<file path="src/rtl/qrv_pkg.sv">
package qrv_pkg;

  typedef enum logic [2:0] {
    ST_IDLE,
    ST_BLANK,
    ST_SEEK,
    ST_ARMED,
    ST_SKIP,
    ST_HUNT,
    ST_DELAY,
    ST_ON
  } qrv_state_t;

  function automatic int unsigned imax(input int unsigned a, input int unsigned b);
    return (a > b) ? a : b;
  endfunction

endpackage

</file>
<file path="src/rtl/qrv_fall_det.sv">
module qrv_fall_det (
  input  logic clk,
  input  logic rst_n,
  input  logic clr_i,
  input  logic sig_i,
  output logic fall_o
);
  logic prev_q;

  always_ff @(posedge clk or negedge rst_n) begin
    if (!rst_n)     prev_q <= 1'b0;
    else if (clr_i) prev_q <= 1'b0;
    else            prev_q <= sig_i;
  end

  // high sample followed by a low sample
  assign fall_o = prev_q & ~sig_i;
endmodule

</file>
<file path="src/rtl/qrv_starter.sv">
module qrv_starter #(
  parameter int unsigned START_CYC = 15000
) (
  input  logic clk,
  input  logic rst_n,
  input  logic restart_i,
  input  logic run_i,
  output logic fire_o
);
  localparam int unsigned TW = $clog2(START_CYC + 1);
  localparam logic [TW-1:0] LAST = TW'(START_CYC - 1);
  localparam logic [TW-1:0] ONE  = TW'(1);

  logic [TW-1:0] toff_q;

  always_ff @(posedge clk or negedge rst_n) begin
    if (!rst_n)                         toff_q <= '0;
    else if (restart_i)                 toff_q <= '0;
    else if (run_i && toff_q != LAST)   toff_q <= toff_q + ONE;
  end

  assign fire_o = run_i && (toff_q == LAST);
endmodule

</file>
<file path="src/rtl/qrv_sequencer.sv">
module qrv_sequencer
  import qrv_pkg::*;
#(
  parameter int unsigned MIN_BLANK  = 175,
  parameter int unsigned WAIT_CYC   = 650,
  parameter int unsigned LEB_CYC    = 34,
  parameter int unsigned VALLEY_DLY = 8,
  parameter int unsigned SKIP_W     = 14
) (
  input  logic              clk,
  input  logic              rst_n,
  input  logic              en_i,
  input  logic              arm_i,
  input  logic              fall_i,
  input  logic              peak_i,
  input  logic              ocp_i,
  input  logic              fire_i,
  input  logic [SKIP_W-1:0] skip_i,
  output qrv_state_t        state_o,
  output logic              ocp_evt_o
);
  localparam int unsigned CNT_W =
    imax(imax(imax($clog2(MIN_BLANK + 1), $clog2(WAIT_CYC + 1)),
              imax($clog2(LEB_CYC + 1), $clog2(VALLEY_DLY + 1))), SKIP_W);
  localparam logic [CNT_W-1:0] ONE        = CNT_W'(1);
  localparam logic [CNT_W-1:0] BLANK_LAST = CNT_W'(MIN_BLANK - 1);
  localparam logic [CNT_W-1:0] WAIT_LAST  = CNT_W'(WAIT_CYC - 1);
  localparam logic [CNT_W-1:0] DLY_LAST   = CNT_W'(VALLEY_DLY);
  localparam logic [CNT_W-1:0] LEB_LAST   = CNT_W'(LEB_CYC);

  qrv_state_t        st_q, st_n;
  logic [CNT_W-1:0]  cnt_q, cnt_n;
  logic [SKIP_W-1:0] skip_q, skip_n;
  logic              evt_q, evt_n;

  always_comb begin
    st_n   = st_q;
    cnt_n  = cnt_q;
    skip_n = skip_q;
    evt_n  = 1'b0;
    unique case (st_q)
      ST_IDLE: begin
        st_n  = ST_BLANK;
        cnt_n = '0;
      end
      ST_BLANK: begin
        if (fire_i) begin
          st_n  = ST_ON;
          cnt_n = '0;
        end else if (cnt_q == BLANK_LAST) begin
          st_n  = ST_SEEK;
          cnt_n = '0;
        end else begin
          cnt_n = cnt_q + ONE;
        end
      end
      ST_SEEK: begin
        if (fire_i) begin
          st_n  = ST_ON;
          cnt_n = '0;
        end else if (arm_i) begin
          st_n = ST_ARMED;
        end
      end
      ST_ARMED: begin
        if (fall_i) begin
          skip_n = skip_i;
          cnt_n  = '0;
          st_n   = (skip_i == '0) ? ST_DELAY : ST_SKIP;
        end else if (fire_i) begin
          st_n  = ST_ON;
          cnt_n = '0;
        end
      end
      ST_SKIP: begin
        if (cnt_q + ONE == CNT_W'(skip_q)) begin
          st_n  = ST_HUNT;
          cnt_n = '0;
        end else begin
          cnt_n = cnt_q + ONE;
        end
      end
      ST_HUNT: begin
        if (fall_i || cnt_q == WAIT_LAST) begin
          st_n  = ST_DELAY;
          cnt_n = '0;
        end else begin
          cnt_n = cnt_q + ONE;
        end
      end
      ST_DELAY: begin
        if (cnt_q == DLY_LAST) begin
          st_n  = ST_ON;
          cnt_n = '0;
        end else begin
          cnt_n = cnt_q + ONE;
        end
      end
      ST_ON: begin
        if (cnt_q != LEB_LAST) begin
          cnt_n = cnt_q + ONE;
        end else if (ocp_i) begin
          st_n  = ST_BLANK;
          cnt_n = '0;
          evt_n = 1'b1;
        end else if (peak_i) begin
          st_n  = ST_BLANK;
          cnt_n = '0;
        end
      end
    endcase
    if (!en_i) begin
      st_n   = ST_IDLE;
      cnt_n  = '0;
      skip_n = '0;
      evt_n  = 1'b0;
    end
  end

  always_ff @(posedge clk or negedge rst_n) begin
    if (!rst_n) begin
      st_q   <= ST_IDLE;
      cnt_q  <= '0;
      skip_q <= '0;
      evt_q  <= 1'b0;
    end else begin
      st_q   <= st_n;
      cnt_q  <= cnt_n;
      skip_q <= skip_n;
      evt_q  <= evt_n;
    end
  end

  assign state_o   = st_q;
  assign ocp_evt_o = evt_q;
endmodule

</file>
<file path="src/rtl/qr_valley_ctrl.sv">
module qr_valley_ctrl
  import qrv_pkg::*;
#(
  parameter int unsigned MIN_BLANK  = 175,
  parameter int unsigned WAIT_CYC   = 650,
  parameter int unsigned LEB_CYC    = 34,
  parameter int unsigned VALLEY_DLY = 8,
  parameter int unsigned START_CYC  = 15000,
  parameter int unsigned SKIP_W     = 14
) (
  input  logic              clk,
  input  logic              rst_n,
  input  logic              en_i,
  input  logic              zc_arm_i,
  input  logic              zc_trig_i,
  input  logic              pk_cmp_i,
  input  logic              oc_cmp_i,
  input  logic [SKIP_W-1:0] skip_cyc_i,
  output logic              gate_o,
  output logic              oc_evt_o
);
  qrv_state_t state;
  logic       fall;
  logic       fire;
  logic       pre_valley;

  assign pre_valley = (state == ST_BLANK) || (state == ST_SEEK) || (state == ST_ARMED);

  qrv_fall_det u_fall (
    .clk    (clk),
    .rst_n  (rst_n),
    .clr_i  (!en_i),
    .sig_i  (zc_trig_i),
    .fall_o (fall)
  );

  qrv_starter #(
    .START_CYC (START_CYC)
  ) u_start (
    .clk       (clk),
    .rst_n     (rst_n),
    .restart_i (!pre_valley),
    .run_i     (pre_valley),
    .fire_o    (fire)
  );

  qrv_sequencer #(
    .MIN_BLANK  (MIN_BLANK),
    .WAIT_CYC   (WAIT_CYC),
    .LEB_CYC    (LEB_CYC),
    .VALLEY_DLY (VALLEY_DLY),
    .SKIP_W     (SKIP_W)
  ) u_seq (
    .clk       (clk),
    .rst_n     (rst_n),
    .en_i      (en_i),
    .arm_i     (zc_arm_i),
    .fall_i    (fall),
    .peak_i    (pk_cmp_i),
    .ocp_i     (oc_cmp_i),
    .fire_i    (fire),
    .skip_i    (skip_cyc_i),
    .state_o   (state),
    .ocp_evt_o (oc_evt_o)
  );

  assign gate_o = (state == ST_ON);
endmodule

</file>
<file path="config.mk">
export PLATFORM = sky130hd
export DESIGN_NAME = qr_valley_ctrl
export DESIGN_NICKNAME = d
export VERILOG_FILES = /design/src/rtl/qrv_pkg.sv /design/src/rtl/qrv_fall_det.sv /design/src/rtl/qrv_starter.sv /design/src/rtl/qrv_sequencer.sv /design/src/rtl/qr_valley_ctrl.sv
export SDC_FILE = /design/constraint.sdc
export NUM_CORES = 1
export LEC_CHECK = 0
export CAP_MARGIN = 20
export CELL_PAD_IN_SITES_DETAIL_PLACEMENT = 2
export CELL_PAD_IN_SITES_GLOBAL_PLACEMENT = 2
export CORE_AREA = 8 8 103 105
export DETAILED_ROUTE_END_ITERATION = 6
export DIE_AREA = 0 0 111 113
export PLACE_DENSITY_LB_ADDON = 0.1
export SLEW_MARGIN = 10
export SYNTH_ARGS = -nofsm -noshare
export SYNTH_HDL_FRONTEND = slang
export SYNTH_SLANG_ARGS = --single-unit
</file>
<file path="constraint.sdc">
create_clock -name clk -period 2.85 [get_ports clk]
set_input_delay 0.57 -clock clk [delete_from_list [all_inputs] [get_ports clk]]
set_output_delay 0.57 -clock clk [all_outputs]
set_load 0.02 [all_outputs]
</file>
; After elaboration in Yosys (flattened, before gate mapping)
; Index checks and enable logic that the tools add are counted.
[word_totals]
regBits = 47
in_bits = 21
out_inout_bits = 2
[classes]
add_sub_neg = 2
eq_ne = 26
n_mux = 37
n_bitwise = 2
reduce_logical = 9
[op_table]
columns = op, count
row1 = $mux W14, 16
row2 = $pmux W14 S8, 1
row3 = $mux W3, 13
row4 = $add A14 B1 Y14 const B, 2
row5 = $pmux W3 S8, 1
row6 = $eq A14 B10 Y1 const B, 1
row7 = $eq A14 B14 Y1, 1
row8 = $eq A14 B14 Y1 const B, 1
row9 = $eq A14 B4 Y1 const B, 1
row10 = $eq A14 B8 Y1 const B, 1
row11 = $logic_not A14 Y1, 1
row12 = $ne A14 B14 Y1 const B, 1
row13 = $ne A14 B6 Y1 const B, 1
row14 = $eq A3 B3 Y1 const B, 4
row15 = $ne A3 B2 Y1 const B, 3
row16 = $ne A4 B3 Y1 const B, 2
row17 = $ne A4 B4 Y1 const B, 2
row18 = $reduce_and A8 Y1, 1
row19 = $eq A3 B2 Y1 const B, 2
row20 = $mux W1, 5
row21 = $ne A5 B4 Y1 const B, 1
row22 = $ne A2 B1 Y1 const B, 2
row23 = $eq A3 B1 Y1 const B, 1
row24 = $logic_not A3 Y1, 1
row25 = 8 further kinds, 11

; Longest topological paths before layout
[logic_depth]
word_depth = 8
ltp_mapped = 11

; Cells and area by module
; A second synthesis with hierarchy kept.
[hier_totals]
hier_cells = 382
area_unflattened_um2 = 3319.4
[modules_own_cells]
columns = mod, instances, cells_each, area_per_inst_um2
row1 = qrv_sequencer, 1, 296, 2511.2
row2 = qrv_starter, 1, 79, 740.7
row3 = qrv_fall_det, 1, 3, 40.0
row4 = qr_valley_ctrl, 1, 4, 27.5

; Least setup slack after synthesis
; No wires, ideal clock.
[synth_timing]
kind = register to register
start = register u_seq.cnt_q[0]
end = register u_seq.cnt_q[11]
setup_time_ns = 0.136
arrival_time_ns = 2.396
path_slack_ns = 0.317
path_stages_with_launch = 11
synth_period_minus_slack_ns = 2.533
cell_sequence = dfrtp_1 > ha_1 > nand3_2 > nor4_2 > xor2_1 > a2111oi_0 > and4_2 > o21bai_4 > buf_2 > o21ai_0 > a21oi_1
[synth_via]
elab_chain_len = 5
[synth_rtl]
columns = element, line_no
row1 = start: declaration, qrv_sequencer.sv:32  ; logic [CNT_W-1:0] cnt_q, cnt_n;
row2 = start signal: assignment, qrv_sequencer.sv:128  ; cnt_q <= cnt_n;
row3 = $add A14 B1 Y14 (tied with other cells), --
row4 = $eq A14 B14 Y1 (tied with other cells), qrv_sequencer.sv:76  ; if (cnt_q + ONE == CNT_W'(skip_q)) begin
row5 = $mux W14 (on tied branches), "qrv_sequencer.sv:76, qrv_sequencer.sv:47, qrv_sequencer.sv:84"
row6 = $pmux W14 S8, qrv_sequencer.sv:41  ; unique case (st_q)
row7 = $mux W14, qrv_sequencer.sv:112  ; if (!en_i) begin
; Several ways; a longest one is shown, not always the timed one.
; A chain may end at the register's enable or synchronous reset.

; Final worst setup path
[layout_timing]
start = register u_seq.cnt_q[0]
end = register u_seq.cnt_q[3]
; The elaborated chain is that of the path after synthesis.

==> out/qor.csv <==
stage;metric;value;unit
timing;fin_worst_skew;0.01517;ns
yosys;yosys.area.top_type_share;37.24;%
drt;first_pass_iters;4;
global_route;antenna_found_initial;0;
clock_network;clk_path_buf_depth;2;
power;swShare;33.90;%
yosys;synth_cell_types;64;
worst_setup_path;r2r-end;u_seq.cnt_q[3];
yosys;synth_warnings;0;
global_route;overflow;0;
drt;vias;2885;
power;powerDensity;530.2;mW/mm^2
yosys;synth_top_area_cell;dfrtp_1;
timing;period_needed;2.677;ns
timing;slew_headroom;46.82;%
clock_network;clk_pin_slew_worst_paths;0.11;ns
final_layout;n_antenna_cell;0;
worst_setup_path;worstPathCellList;inv_1 > ha_1 > xor2_1 > a211oi_1 > nand3_1 > nor4_1 > and4_4 > o21bai_4 > buf_12 > a21oi_1 > o21ai_0;
timing;max_freq;0.3736;GHz
final_layout;nets;432;
global_route;grt_pass1_vias;3225;
yosys;synth_area;0.003158;sq mm
worst_setup_path;arrival;2.88;ns
clock_network;clockRootBuffer;clkbuf_8;
power;p_clk_share;31.5;%
timing;setup_viol;0;
worst_setup_path;cpPeakStageDelay;0.44;ns
final_layout;nFillCells;1002;
power;irDropWorstVdd;0.2944;mV
power;intPower;1.312;mW
clock_network;tritoncts;built;
clock_network;clkSinkCount;47;
yosys;yosysMostFrequentCell;nand2_1;
global_route;track_usage;16.70;%
global_route;grt_max_degree;25;
yosys;synthTopCellsByArea;dfrtp_1 (37%), nand2_1 (7.3%), a21oi_1 (4.8%), xor2_1 (3.9%), nor2_1 (3.3%);
timing;tightest_slew;0.7852;ns
worst_setup_path;path_max_fanout;17;
yosys;syn_avg_cell_area;8.535;sq um
yosys;ys_ff_latch;47;
yosys;synthArstFlopShare;100.0;%
clock_network;cts_buffers;5;
worst_setup_path;reg2reg_depth;11;
final_layout;design_area;0.003744;sq mm
placed_design;io_buffers;22;
floorplanning;die_area;0.01254;sq mm
timing;hold_violations;0;
placed_design;pre_cts_slack;0.05421;ns
floorplanning;initial_core_util;35.18;%
worst_hold_path;hold_path_class;in2async;
drt;wire_per_inst;19.69;um
power;comb_power_share;29.7;%
status;outcome;completed;
worst_setup_path;r2r_slack;0.17;ns
run;drv_cap;0;
placed_design;dpl.hpwl;8083;um
floorplanning;fp.dieH;113;um
timing;period_share;93.91;%
drt;vias_per_cell;5.569;
power;p_switching;672.8;uW
floorplanning;die_width;111;um
final_layout;areaGrowthSynthToFinish;18.54;%
power;power.static_leakage;1.489;nW
yosys;synthCells;370;
worst_setup_path;startpoint_type;flip-flop;
placed_design;dpl-instance-area;0.003585;sq mm
global_route;grt_pass1_wl;17200;um
yosys;ys_seq_area_share;37.24;%
clock_network;insertion_delay;0.32;ns
worst_setup_path;cp_slowest_cell;dfrtp_2;
yosys;synth_commonest_cells;nand2_1 (61), dfrtp_1 (47), a21oi_1 (30), nor2_1 (28), nand3_1 (17);
drt;routed_wl;10200;um
clock_network;h-tree-depth;2;
yosys;synthFlopType;dfrtp_1;
placed_design;gp_congestion;0.7723;
power;pwr-share-seq;38.8;%
worst_setup_path;worstReg2RegStart;u_seq.cnt_q[0];
timing;drv_slew;0;
worst_setup_path;crit_type;reg2reg;
drt;drtIter0Drc;57;
floorplanning;rows;35;
yosys;synth_fp_nets;396;
worst_setup_path;cp-end-kind;flip-flop;
drt;remaining_drc_errors;0;
final_layout;layout-drive-gt1-share;15.97;%
floorplanning;num_io_pins;23;
drt;ant_nets;0;
timing;postLayoutSetupSlackWorst;0.1735;ns
timing;totalNegativeSetupSlack;0;ns
yosys;synth_edf_count;0;
worst_setup_path;cp.required;3.05;ns
timing;rsz0062_at_grt;false;
floorplanning;core;0.008977;sq mm
-- cell families (layout without fill, tap and decap cells) --
group                      after synthesis  count (layout)  synth area share [%]
buffers and inverters                   30              67                 6.101
adders and majority gates                6               6                 2.298
muxes                                    4               4                 1.268
and+or+nand+nor                        185             185                 31.34
AOI/OAI and AO/OA                       74              74                 15.10
xor gates and xnor gates                24              24                 6.656
DFF                                     47              47                 37.24
-- worst max-delay path, delay by kind of cell, from the launching register on --
family / cells / cell delay [ns]
compound gates: 4 / 0.56
xor+xnor: 1 / 0.19
fa+ha+maj: 1 / 0.33
buf+inv: 2 / 0.24
flops: 1 / 0.44
simple gates: 3 / 0.81
-- per-layer routing --
layer	wire, um	part of all wire (%)	global-route usage [%]	vias up
met1	4722	46	21.60	1470
met3	195	1.9	2.275	10
met2	5153	51	28.62	30
li1	-	-	-	1375
met4	126	1.2	3.964	0
met5	0	0	0	-
-- state kept, by name, summed over array words and instances (netlist names) --
register	count
u_fall.prev_q	1
u_seq.cnt_q	14
u_seq.ocp_evt_o	1
u_seq.skip_q	14
u_seq.state_o	3
u_start.toff_q	14
-- worst max-delay path by stage --
stage	startpoint	endpoint	slack, ns	cells past startpoint
finish	u_seq.cnt_q[0]	u_seq.cnt_q[3]	0.17	11
global route	u_seq.cnt_q[0]	u_seq.cnt_q[3]	0.01	11
CTS	u_seq.cnt_q[8]	u_seq.cnt_q[3]	0.04	10
detailed placement	u_seq.cnt_q[1]	u_seq.cnt_q[3]	0.05	11
global placement	u_seq.cnt_q[8]	u_seq.cnt_q[1]	0.08	9
floorplan	u_seq.cnt_q[0]	u_seq.cnt_q[11]	0.32	10
-- cell usage in the layout, fill, tap and decap left out, drive strengths merged, types with 3 or more instances in the layout --
cell           count
nand2             61
and2               4
nand4              7
nand2b             7
xor2              14
nor2b              3
nor4               8
mux2i              4
a21oi             30
ha                 5
clkbuf             5
clkdlybuf4s50     21
o211ai             3
dfrtp             47
inv                9
nor3              15
nand3             18
nor2              28
o21ai             16
xnor2             10
nand3b             5
or3                4
and3               7
buf               30
a31oi              4
or4                3
-- power by group through the flow --
| stage | Clock (mW) | Sequential (mW) | Combinational (mW) |
|---|---|---|---|
| finish | 0.625 | 0.770 | 0.590 |
| global route | 0.669 | 0.781 | 0.650 |
| CTS | 0.645 | 0.768 | 0.594 |
| detailed placement | 0 | 0.781 | 0.591 |
| global placement | 0 | 0.776 | 0.578 |
| floorplan | 0 | 0.741 | 0.391 |
-- stage by stage --
step                      hold WS (ns)  utilization (%)  cells  power (mW)
after global routing            0.1386            41.70    518       2.100
after global placement          0.4901            39.93    510       1.354
after CTS                       0.1332            41.49    518       2.006
after detailed placement        0.4877            39.93    510       1.372
final                           0.1443            41.70    518       1.985
after floorplan                 0.2744                -    370       1.132
-- what timing repair did --
action / 4_1_cts / 5_1_grt
gates resized for setup: 0 / 9
endpoints found under the setup margin: 0 / 15
hold endpoints to repair: 0 / 0
setup buffers: 0 / 0
hold buffers: 0 / 0
-- final cells by class --
cell class | count | area [sq um] | share of cell area [%]
clock buffers | 5 | 68.82 | 1.838
repair buffers | 51 | 445.4 | 11.90
well taps | 111 | 138.9 | 3.710
inverters | 8 | 30.03 | 0.8021
clock inverters | 3 | 71.32 | 1.905
flip-flops and latches | 47 | 1181 | 31.55
multi-input cells | 293 | 1808 | 48.30
Note: power is estimated with default switching activity, not from simulation.
